$ cat src/rtl/mfp_pkg.sv
package mfp_pkg;
    localparam int NSTG  = 3;
    localparam int SPAN  = 6;
    localparam int SEL_W = 2;
    localparam int SW    = $clog2(NSTG);

    typedef enum logic { FN_A = 1'b0, FN_B = 1'b1 } fn_e;

    typedef enum logic [1:0] {
        ST_RUN    = 2'd0,
        ST_DRAIN  = 2'd1,
        ST_RECONF = 2'd2
    } mode_st_e;

    typedef logic [NSTG-1:0][SPAN-1:0] rmap_t;

    // stage visited by function f in slot t
    function automatic logic [SW-1:0] slot_stage(fn_e f, int t);
        logic [SW-1:0] s;
        if (f == FN_A) begin
            case (t)
                0:       s = 2'd0;
                1, 2:    s = 2'd1;
                3, 4:    s = 2'd2;
                default: s = 2'd0;
            endcase
        end else begin
            case (t)
                0:       s = 2'd0;
                1:       s = 2'd2;
                2:       s = 2'd1;
                3:       s = 2'd0;
                4:       s = 2'd1;
                default: s = 2'd2;
            endcase
        end
        return s;
    endfunction

    function automatic rmap_t rsv_pattern(fn_e f);
        rmap_t r;
        r = '0;
        for (int t = 0; t < SPAN; t++) r[slot_stage(f, t)][t] = 1'b1;
        return r;
    endfunction

    // input mux source: 0 external, else 1 + previous stage
    function automatic logic [SEL_W-1:0] src_sel(fn_e f, int t);
        if (t == 0) return '0;
        return SEL_W'(slot_stage(f, t - 1)) + SEL_W'(1);
    endfunction
endpackage

$ cat src/rtl/mfp_rsv_map.sv
module mfp_rsv_map
    import mfp_pkg::*;
(
    input  logic            clk,
    input  logic            rst,
    input  fn_e             req_func,
    input  logic            accept,
    output logic            clear_ok,
    output logic            idle_ahead,
    output logic [NSTG-1:0] nxt_busy
);
    rmap_t occ;
    rmap_t want;
    rmap_t merged;

    always_comb want = rsv_pattern(req_func);
    always_comb clear_ok = ((occ & want) == '0);
    always_comb idle_ahead = (occ == '0);
    always_comb merged = accept ? (occ | want) : occ;

    generate
        for (genvar s = 0; s < NSTG; s++) begin : g_nb
            assign nxt_busy[s] = merged[s][0];
        end
    endgenerate

    always_ff @(posedge clk) begin
        if (rst) begin
            occ <= '0;
        end else begin
            for (int s = 0; s < NSTG; s++) occ[s] <= merged[s] >> 1;
        end
    end


    no_overlap_chk: assert property (@(posedge clk) disable iff (rst)
        accept |-> ((occ & want) == '0));
endmodule

$ cat src/rtl/mfp_mode_fsm.sv
module mfp_mode_fsm
    import mfp_pkg::*;
(
    input  logic clk,
    input  logic rst,
    input  logic dyn_mode,
    input  logic req_valid,
    input  fn_e  req_func,
    input  logic clear_ok,
    input  logic idle_ahead,
    output logic req_ready
);
    mode_st_e st;
    mode_st_e st_nx;
    fn_e      cfg;
    logic     armed;

    always_ff @(posedge clk) begin
        if (rst) begin
            st    <= ST_RUN;
            cfg   <= FN_A;
            armed <= 1'b0;
        end else begin
            st    <= st_nx;
            armed <= 1'b1;
            if (st == ST_RECONF) cfg <= fn_e'(~cfg);
        end
    end

    always_comb begin
        st_nx = st;
        unique case (st)
            ST_RUN:    if (!dyn_mode && req_valid && (req_func != cfg)) st_nx = ST_DRAIN;
            ST_DRAIN:  if (dyn_mode) st_nx = ST_RUN;
                       else if (idle_ahead) st_nx = ST_RECONF;
            ST_RECONF: st_nx = ST_RUN;
            default:   st_nx = ST_RUN;
        endcase
    end

    always_comb begin
        req_ready = 1'b0;
        unique case (st)
            ST_RUN:    req_ready = clear_ok && (dyn_mode || (req_func == cfg));
            ST_DRAIN:  req_ready = 1'b0;
            ST_RECONF: req_ready = 1'b0;
            default:   req_ready = 1'b0;
        endcase
    end


    cfg_hold_chk: assert property (@(posedge clk) disable iff (rst || !armed)
        (cfg != $past(cfg)) |-> ($past(st) == ST_RECONF));
endmodule

$ cat src/rtl/mfp_stage_track.sv
module mfp_stage_track
    import mfp_pkg::*;
#(
    parameter int ID_W = 4
) (
    input  logic                 clk,
    input  logic                 rst,
    input  logic                 accept,
    input  fn_e                  acc_func,
    input  logic [ID_W-1:0]      acc_id,
    output logic [NSTG-1:0]      busy,
    output logic [NSTG-1:0]      func,
    output logic [NSTG*ID_W-1:0] owner_id,
    output logic [NSTG*SEL_W-1:0] sel,
    output logic                 res_a_valid,
    output logic [ID_W-1:0]      res_a_id,
    output logic                 res_b_valid,
    output logic [ID_W-1:0]      res_b_id
);
    typedef struct packed {
        logic            v;
        fn_e             f;
        logic [ID_W-1:0] id;
    } slot_t;

    // hist[t] holds the operation accepted t+1 cycles ago
    slot_t hist [SPAN];

    always_ff @(posedge clk) begin
        if (rst) begin
            for (int k = 0; k < SPAN; k++) hist[k] <= '0;
        end else begin
            hist[0] <= '{v: accept, f: acc_func, id: acc_id};
            for (int k = 1; k < SPAN; k++) hist[k] <= hist[k-1];
        end
    end

    generate
        for (genvar s = 0; s < NSTG; s++) begin : g_stg
            logic [SPAN-1:0]  hit;
            logic             b_loc;
            logic             f_loc;
            logic [ID_W-1:0]  i_loc;
            logic [SEL_W-1:0] m_loc;

            always_comb begin
                for (int t = 0; t < SPAN; t++)
                    hit[t] = hist[t].v && (slot_stage(hist[t].f, t) == SW'(s));
            end

            always_comb begin
                b_loc = 1'b0;
                f_loc = 1'b0;
                i_loc = '0;
                m_loc = '0;
                for (int t = 0; t < SPAN; t++) begin
                    if (hit[t]) begin
                        b_loc = 1'b1;
                        f_loc = hist[t].f;
                        i_loc = hist[t].id;
                        m_loc = src_sel(hist[t].f, t);
                    end
                end
            end

            assign busy[s]                     = b_loc;
            assign func[s]                     = f_loc;
            assign owner_id[s*ID_W +: ID_W]    = i_loc;
            assign sel[s*SEL_W +: SEL_W]       = m_loc;


            one_owner_chk: assert property (@(posedge clk) disable iff (rst)
                $onehot0(hit));
        end
    endgenerate

    assign res_a_valid = hist[SPAN-1].v && (hist[SPAN-1].f == FN_A);
    assign res_b_valid = hist[SPAN-1].v && (hist[SPAN-1].f == FN_B);
    assign res_a_id    = res_a_valid ? hist[SPAN-1].id : '0;
    assign res_b_id    = res_b_valid ? hist[SPAN-1].id : '0;


    reset_clear_chk: assert property (@(posedge clk) disable iff (rst)
        $past(rst) |-> (busy == '0) && !res_a_valid && !res_b_valid);
endmodule

$ cat src/rtl/mfpipe_ctrl.sv
module mfpipe_ctrl
    import mfp_pkg::*;
#(
    parameter int ID_W = 4
) (
    input  logic                  clk,
    input  logic                  rst,
    input  logic                  dyn_mode,
    input  logic                  req_valid,
    input  logic                  req_func,
    input  logic [ID_W-1:0]       req_id,
    output logic                  req_ready,
    output logic [NSTG-1:0]       stg_busy,
    output logic [NSTG-1:0]       stg_func,
    output logic [NSTG*ID_W-1:0]  stg_id,
    output logic [NSTG*SEL_W-1:0] stg_sel,
    output logic                  res_a_valid,
    output logic [ID_W-1:0]       res_a_id,
    output logic                  res_b_valid,
    output logic [ID_W-1:0]       res_b_id
);
    fn_e             rf;
    logic            accept;
    logic            clear_ok;
    logic            idle_ahead;
    logic [NSTG-1:0] nxt_busy;
    logic            armed;

    assign rf     = fn_e'(req_func);
    assign accept = req_valid && req_ready;

    mfp_rsv_map u_map (
        .clk        (clk),
        .rst        (rst),
        .req_func   (rf),
        .accept     (accept),
        .clear_ok   (clear_ok),
        .idle_ahead (idle_ahead),
        .nxt_busy   (nxt_busy)
    );

    mfp_mode_fsm u_fsm (
        .clk        (clk),
        .rst        (rst),
        .dyn_mode   (dyn_mode),
        .req_valid  (req_valid),
        .req_func   (rf),
        .clear_ok   (clear_ok),
        .idle_ahead (idle_ahead),
        .req_ready  (req_ready)
    );

    mfp_stage_track #(.ID_W(ID_W)) u_trk (
        .clk         (clk),
        .rst         (rst),
        .accept      (accept),
        .acc_func    (rf),
        .acc_id      (req_id),
        .busy        (stg_busy),
        .func        (stg_func),
        .owner_id    (stg_id),
        .sel         (stg_sel),
        .res_a_valid (res_a_valid),
        .res_a_id    (res_a_id),
        .res_b_valid (res_b_valid),
        .res_b_id    (res_b_id)
    );

    always_ff @(posedge clk) begin
        if (rst) armed <= 1'b0;
        else     armed <= 1'b1;
    end


    busy_match_chk: assert property (@(posedge clk) disable iff (rst || !armed)
        stg_busy == $past(nxt_busy));


    res_a_chk: assert property (@(posedge clk) disable iff (rst)
        res_a_valid |-> (stg_busy[0] && (stg_func[0] == 1'b0)));


    res_b_chk: assert property (@(posedge clk) disable iff (rst)
        res_b_valid |-> (stg_busy[2] && (stg_func[2] == 1'b1)));
endmodule

$ cat config.mk
export PLATFORM = sky130hd
export DESIGN_NAME = mfpipe_ctrl
export DESIGN_NICKNAME = d
export VERILOG_FILES = /design/src/rtl/mfp_pkg.sv /design/src/rtl/mfp_rsv_map.sv /design/src/rtl/mfp_mode_fsm.sv /design/src/rtl/mfp_stage_track.sv /design/src/rtl/mfpipe_ctrl.sv
export SDC_FILE = /design/constraint.sdc
export NUM_CORES = 1
export LEC_CHECK = 0
export ABC_CLOCK_PERIOD_IN_PS = 1300
export BUFFER_PORTS_ARGS = -buffer_cell sky130_fd_sc_hd__buf_2
export CAP_MARGIN = 15
export CORE_MARGIN = 1
export CORE_UTILIZATION = 48
export DETAILED_ROUTE_END_ITERATION = 7
export GPL_TIMING_DRIVEN = 0
export HOLD_SLACK_MARGIN = 0.05
export PLACE_DENSITY = 0.71
export SYNTH_ARGS = -nofsm -noshare
export SYNTH_HDL_FRONTEND = slang
export SYNTH_SLANG_ARGS = --single-unit
$ cat constraint.sdc
create_clock -name clk -period 1.3 [get_ports clk]
set_input_delay 0.26 -clock clk [delete_from_list [all_inputs] [get_ports clk]]
set_output_delay 0.26 -clock clk [all_outputs]
set_load 0.005 [all_outputs]
# [Word level (Yosys, flattened, before mapping)]
# Memory sizes are Yosys's and may differ from the RTL's.
# Index checks and enable logic that the tools add are counted.
[totals] regBits=21 elab_cells=200 memories=1 ramBits=36
[classes] n_eq_ne=14 magnitude_cmp=8 reduce_logical=32 addsub=14 mux=110 bitwise_logic=13
[memory_table] memory="u_trk.hist" depth=6 width=6 rd=6 rd_clocked_by_memory_dff=0 write_ports=6 line_no="mfp_stage_track.sv:27" rtl="slot_t hist [SPAN];"
[ops] operator="2-bit 2-to-1 mux" n=46
[ops] operator="18-bit bitwise OR" n=4
[ops] operator="4-bit 2-to-1 mux" n=17
[ops] operator="6-bit demux with 2-bit select" n=4
[ops] operator="6-bit 2-to-1 mux" n=7
[ops] operator="18-bit zero test" n=2
[ops] operator="1-bit 2-to-1 mux" n=33
[ops] operator="2-bit by 1-bit adder with 2-bit output, second input constant" n=14
[ops] operator="1-bit logical AND" n=22
[ops] operator="18-bit bitwise AND" n=1
[ops] operator="18-bit 2-to-1 mux" n=1
[ops] operator="2-bit by 3-bit less-than comparator with 1-bit output, second input constant" n=4
[ops] operator="2-bit by 1-bit == test with 1-bit output, second input constant" n=5
[ops] operator="2-bit == test, second input constant" n=5
[ops] operator="2-bit zero test" n=5
[ops] operator="2-bit by 1-bit >= comparator with 1-bit output, second input constant" n=4
[ops] operator="1-bit bitwise OR" n=6
[ops] operator="5-bit 2-to-1 mux" n=1
[ops] operator="2-bit case mux with 2 select lines" n=1
[ops] operator="3-bit != test, second input constant" n=1
[ops] operator="2-bit by 1-bit != test with 1-bit output, second input constant" n=1
[ops] operator="1-bit inverter" n=2
[ops] operator="2-bit AND reduction" n=1
[ops] operator="1-bit == test" n=1
[ops] operator="3 further kinds" n=3

# [Longest topological paths before layout]
[logic_depth] word_depth=14 ltp_mapped=5 ltp_nobuf=3

# [By module]
# From an unflattened synthesis, not the netlist that was laid out.
[hier_totals] hier_cells=229 hier_area_um2=2184.6
[modules_own_cells] mod="mfp_stage_track" seq_area_each_um2=720.7 area_per_inst_um2=1569.0 n_inst=1 cells_per_inst=166
[modules_own_cells] mod="mfp_rsv_map" seq_area_each_um2=260.2 area_per_inst_um2=451.7 n_inst=1 cells_per_inst=47
[modules_own_cells] mod="mfp_mode_fsm" seq_area_each_um2=60.1 area_per_inst_um2=157.7 n_inst=1 cells_per_inst=15
[modules_own_cells] mod="mfpipe_ctrl" seq_area_each_um2=0.0 area_per_inst_um2=6.3 n_inst=1 cells_per_inst=1

# [Worst setup path after synthesis]
# No wires, ideal clock.
[synth_timing] kind="register -> output" startpoint="mem u_trk.hist[0][22] (netlist name)" endpoint="out stg_busy[2]" stages_incl_launch_ff=6 slack_ns=-0.050 t_arrival_ns=1.090 cell_sequence="dfxtp_1 -> buf_2 -> nand2b_1 -> nand3_1 -> or2_1 -> buf_4"
[synth_rtl] element="start, declared" line_no="mfp_stage_track.sv:27"
[synth_rtl] element="end, declared" line_no="mfpipe_ctrl.sv:13" rtl="output logic [NSTG-1:0] stg_busy,"

==> results.md <==
* Outcome: complete, but fails checks
* Failing checks: setup timing
* PortBufs at 43
* Die Wd at 67.8 um
* Setup TNS at -9.62 ns
* Area of the multi-input gates at 1240 um2
* CTS tree: yes
* Required time of the critical path at 1.04 ns
* Fmax at 0.564 GHz
* Peak VDD IR at 737 uV
* Mapped Cells at 218
* Startpoint types: register
* Initial Util at 0.509
* # diodes at 0
* Hold Path Class: input pin to register
* Iter 0 DRT Violations at 167
* Register area at 1080 um2
* Worst Clk Skew at 0.00530 ns
* Post-layout nets at 298
* Initial antenna violation count at 0
* CP Class: register to primary output
* CTS Sinks at 52
* Distinct cells, synth at 35
* Slew Viols, Final at 0
* CP Capture Type: primary output
* Core Util, Final at 0.782
* Cell area after synthesis at 2080 um2
* Routed WL at 6370 um
* Final setup violation count at 35
* Post-route DRC violation count at 0
* Routed Antenna Nets at 0
* Worst path cell trace: buf_6 -> nand2b_4 -> buf_4 -> nand2_2 -> a21oi_1 -> buf_2
* Avg Cell Area, Syn at 9.53 um2
* Top delay family on crit path: buffers and inverters
* Highest-count cells in the layout ignoring fill and taps: nor2b_1, dfxtp_1, buf_6
* I/O Pins at 44
* Cts hold-fix bufs at 0
* Final instance area at 3190 um2
* Layout area overhead at 53.7%
* WL/cell at 18.8 um
* RSZ-0062 raised after global routing: yes
* Pwr Density at 1020 nW/um2
* Die Ht at 67.8 um
* Placer congestion estimate at 0.812
* Max cap viols at 0
* Final Cycle Share at 1.36
* Row count at 23
* Pleak at 1.37 nW
* CP arrival at 1.51 ns
* Largest net degree at the start of global routing at 16
* Htree depth at 2
* CTS Buffer Depth at 2
* Root Driver: clkbuf_8
* Die area at 4600 um2
* Crit path largest cell delay at 0.39 ns
* Vias in the first global route at 1698
* Share of layout cells above drive strength 1 at 0.547
* Sequential-to-total area share from yosys stat at 0.501
* Global-route wire length before repair at 8650 um
* Detailed-route via count at 1925
* Synth Register Bits at 52
* GRT overflow at 0
* Synthesis warning total at 0
* Slowest-stage cell, CP: dfxtp_4
* Cell Area, Placed at 2360 um2
* Worst-skew pair later-pin latency at 0.30 ns
* First drt pass iteration count at 4
* Core area at 4090 um2
* Final Hold Viols at 0
* Final worst setup slack at -0.474 ns
* Worst hold margin at 0.167 ns
* Most common cell after layout, fill and taps aside: nor2b_1
* Worst-path clk slew at 0.09 ns
* Slew @ Worst Pin at 0.540 ns
* Syn Nets at 227
* GRT Total Usage at 0.265
* Vias per cell at 5.68
* CTS Buf Count at 5
* Slew HR at 0.640
* DP HPWL at 3160 um
* Crit path max fanout at 6
* Dpl ws at -0.344 ns
* Min Tclk post-route at 1.77 ns
* CP bufs+invs at 3
* Fillcell total at 241
[report_power, final]
part | total, mW | switching (mW) | internal [mW]
Clock | 1.26 | 0.506 | 0.757
Combinational | 0.304 | 0.151 | 0.153
Sequential | 1.69 | 0.0542 | 1.63
Total | 3.26 | 0.711 | 2.54
[routing by layer]
| layer | GRT usage | vias to the layer above | part of all wire |
|---|---|---|---|
| met5 | 0 | - | 0 |
| met3 | 0.0709 | 22 | 0.058 |
| met1 | 0.349 | 922 | 0.42 |
| met4 | 0.102 | 0 | 0.023 |
| met2 | 0.411 | 93 | 0.49 |
| li1 | - | 888 | - |
[Yosys cell counts]
cell,number,area [um2]
nor4b_4,1,23.8
a31oi_1,4,25.0
buf_4,7,52.6
o21bai_1,8,60.1
nor3b_2,1,12.5
nand4_1,1,6.26
dfxtp_1,52,1040
o2111ai_4,1,26.3
o21ai_1,1,5.00
a22oi_1,4,30.0
nor2b_1,41,257
o22ai_1,4,25.0
xnor2_1,2,17.5
o211ai_1,1,7.51
nand3_1,1,5.00
clkbuf_1,3,11.3
a22o_1,1,8.76
and3b_1,4,35.0
and2_1,5,31.3
buf_2,6,30.0
a21oi_1,7,35.0
or2_1,1,6.26
or2_2,2,12.5
o21ai_0,6,30.0
inv_1,8,30.0
nor3_1,2,10.0
and3_1,8,50.1
and2_0,1,6.26
nor2_1,13,48.8
nand2b_1,4,25.0
o22ai_2,1,12.5
nor4_1,4,25.0
o21bai_2,1,11.3
nand2_1,8,30.0
a311oi_1,4,35.0
[stage by stage]
step                      instances  power [mW]
after CTS                       334        3.20
after global placement          311        1.92
final                           339        3.26
after detailed placement        311        1.93
after floorplan                 218        1.84
after global routing            339        3.37
[flip-flops by register name (all words and copies together), names as in the netlist]
name,count
u_fsm.st,2
u_map.occ,13
u_fsm.cfg,1
u_trk.hist,36
[cell families after synthesis]
logic type	count (synthesis)	synth area share
and+or+nand+nor	97	0.281
AOI/OAI and AO/OA	43	0.150
buffers and inverters	24	0.0596
DFF	52	0.501
xor gates and xnor gates	2	0.00843
[repair_timing]
action | CTS | global route
setup buffers | 19 | 7
gates resized for setup | 100 | 35
pin swaps | 35 | 18
endpoints found under the setup margin | 35 | 41
cloned | 2 | 1
[area by class of cell]
type | count | area share
multi-input cells | 143 | 0.390
flip-flops and latches | 52 | 0.337
repair buffers | 68 | 0.176
plain buffers | 11 | 0.0270
clock buffers | 5 | 0.0215
well taps | 50 | 0.0196
clock inverters | 2 | 0.0188
inverters | 8 | 0.0102
[worst paths after layout]
kind	start	endpoint	slack, ns	cells after the start
max	u_trk.hist[0][22]	stg_sel[4]	-0.47	6
min reg2reg	u_trk.hist[0][4]	u_trk.hist[0][10]	0.46	1
min	req_id[2]	u_trk.hist[0][2]	0.17	2
max reg2reg	u_map.occ[16]	u_fsm.st[0]	0.03	5
Note: power is estimated with default switching activity, not from simulation.
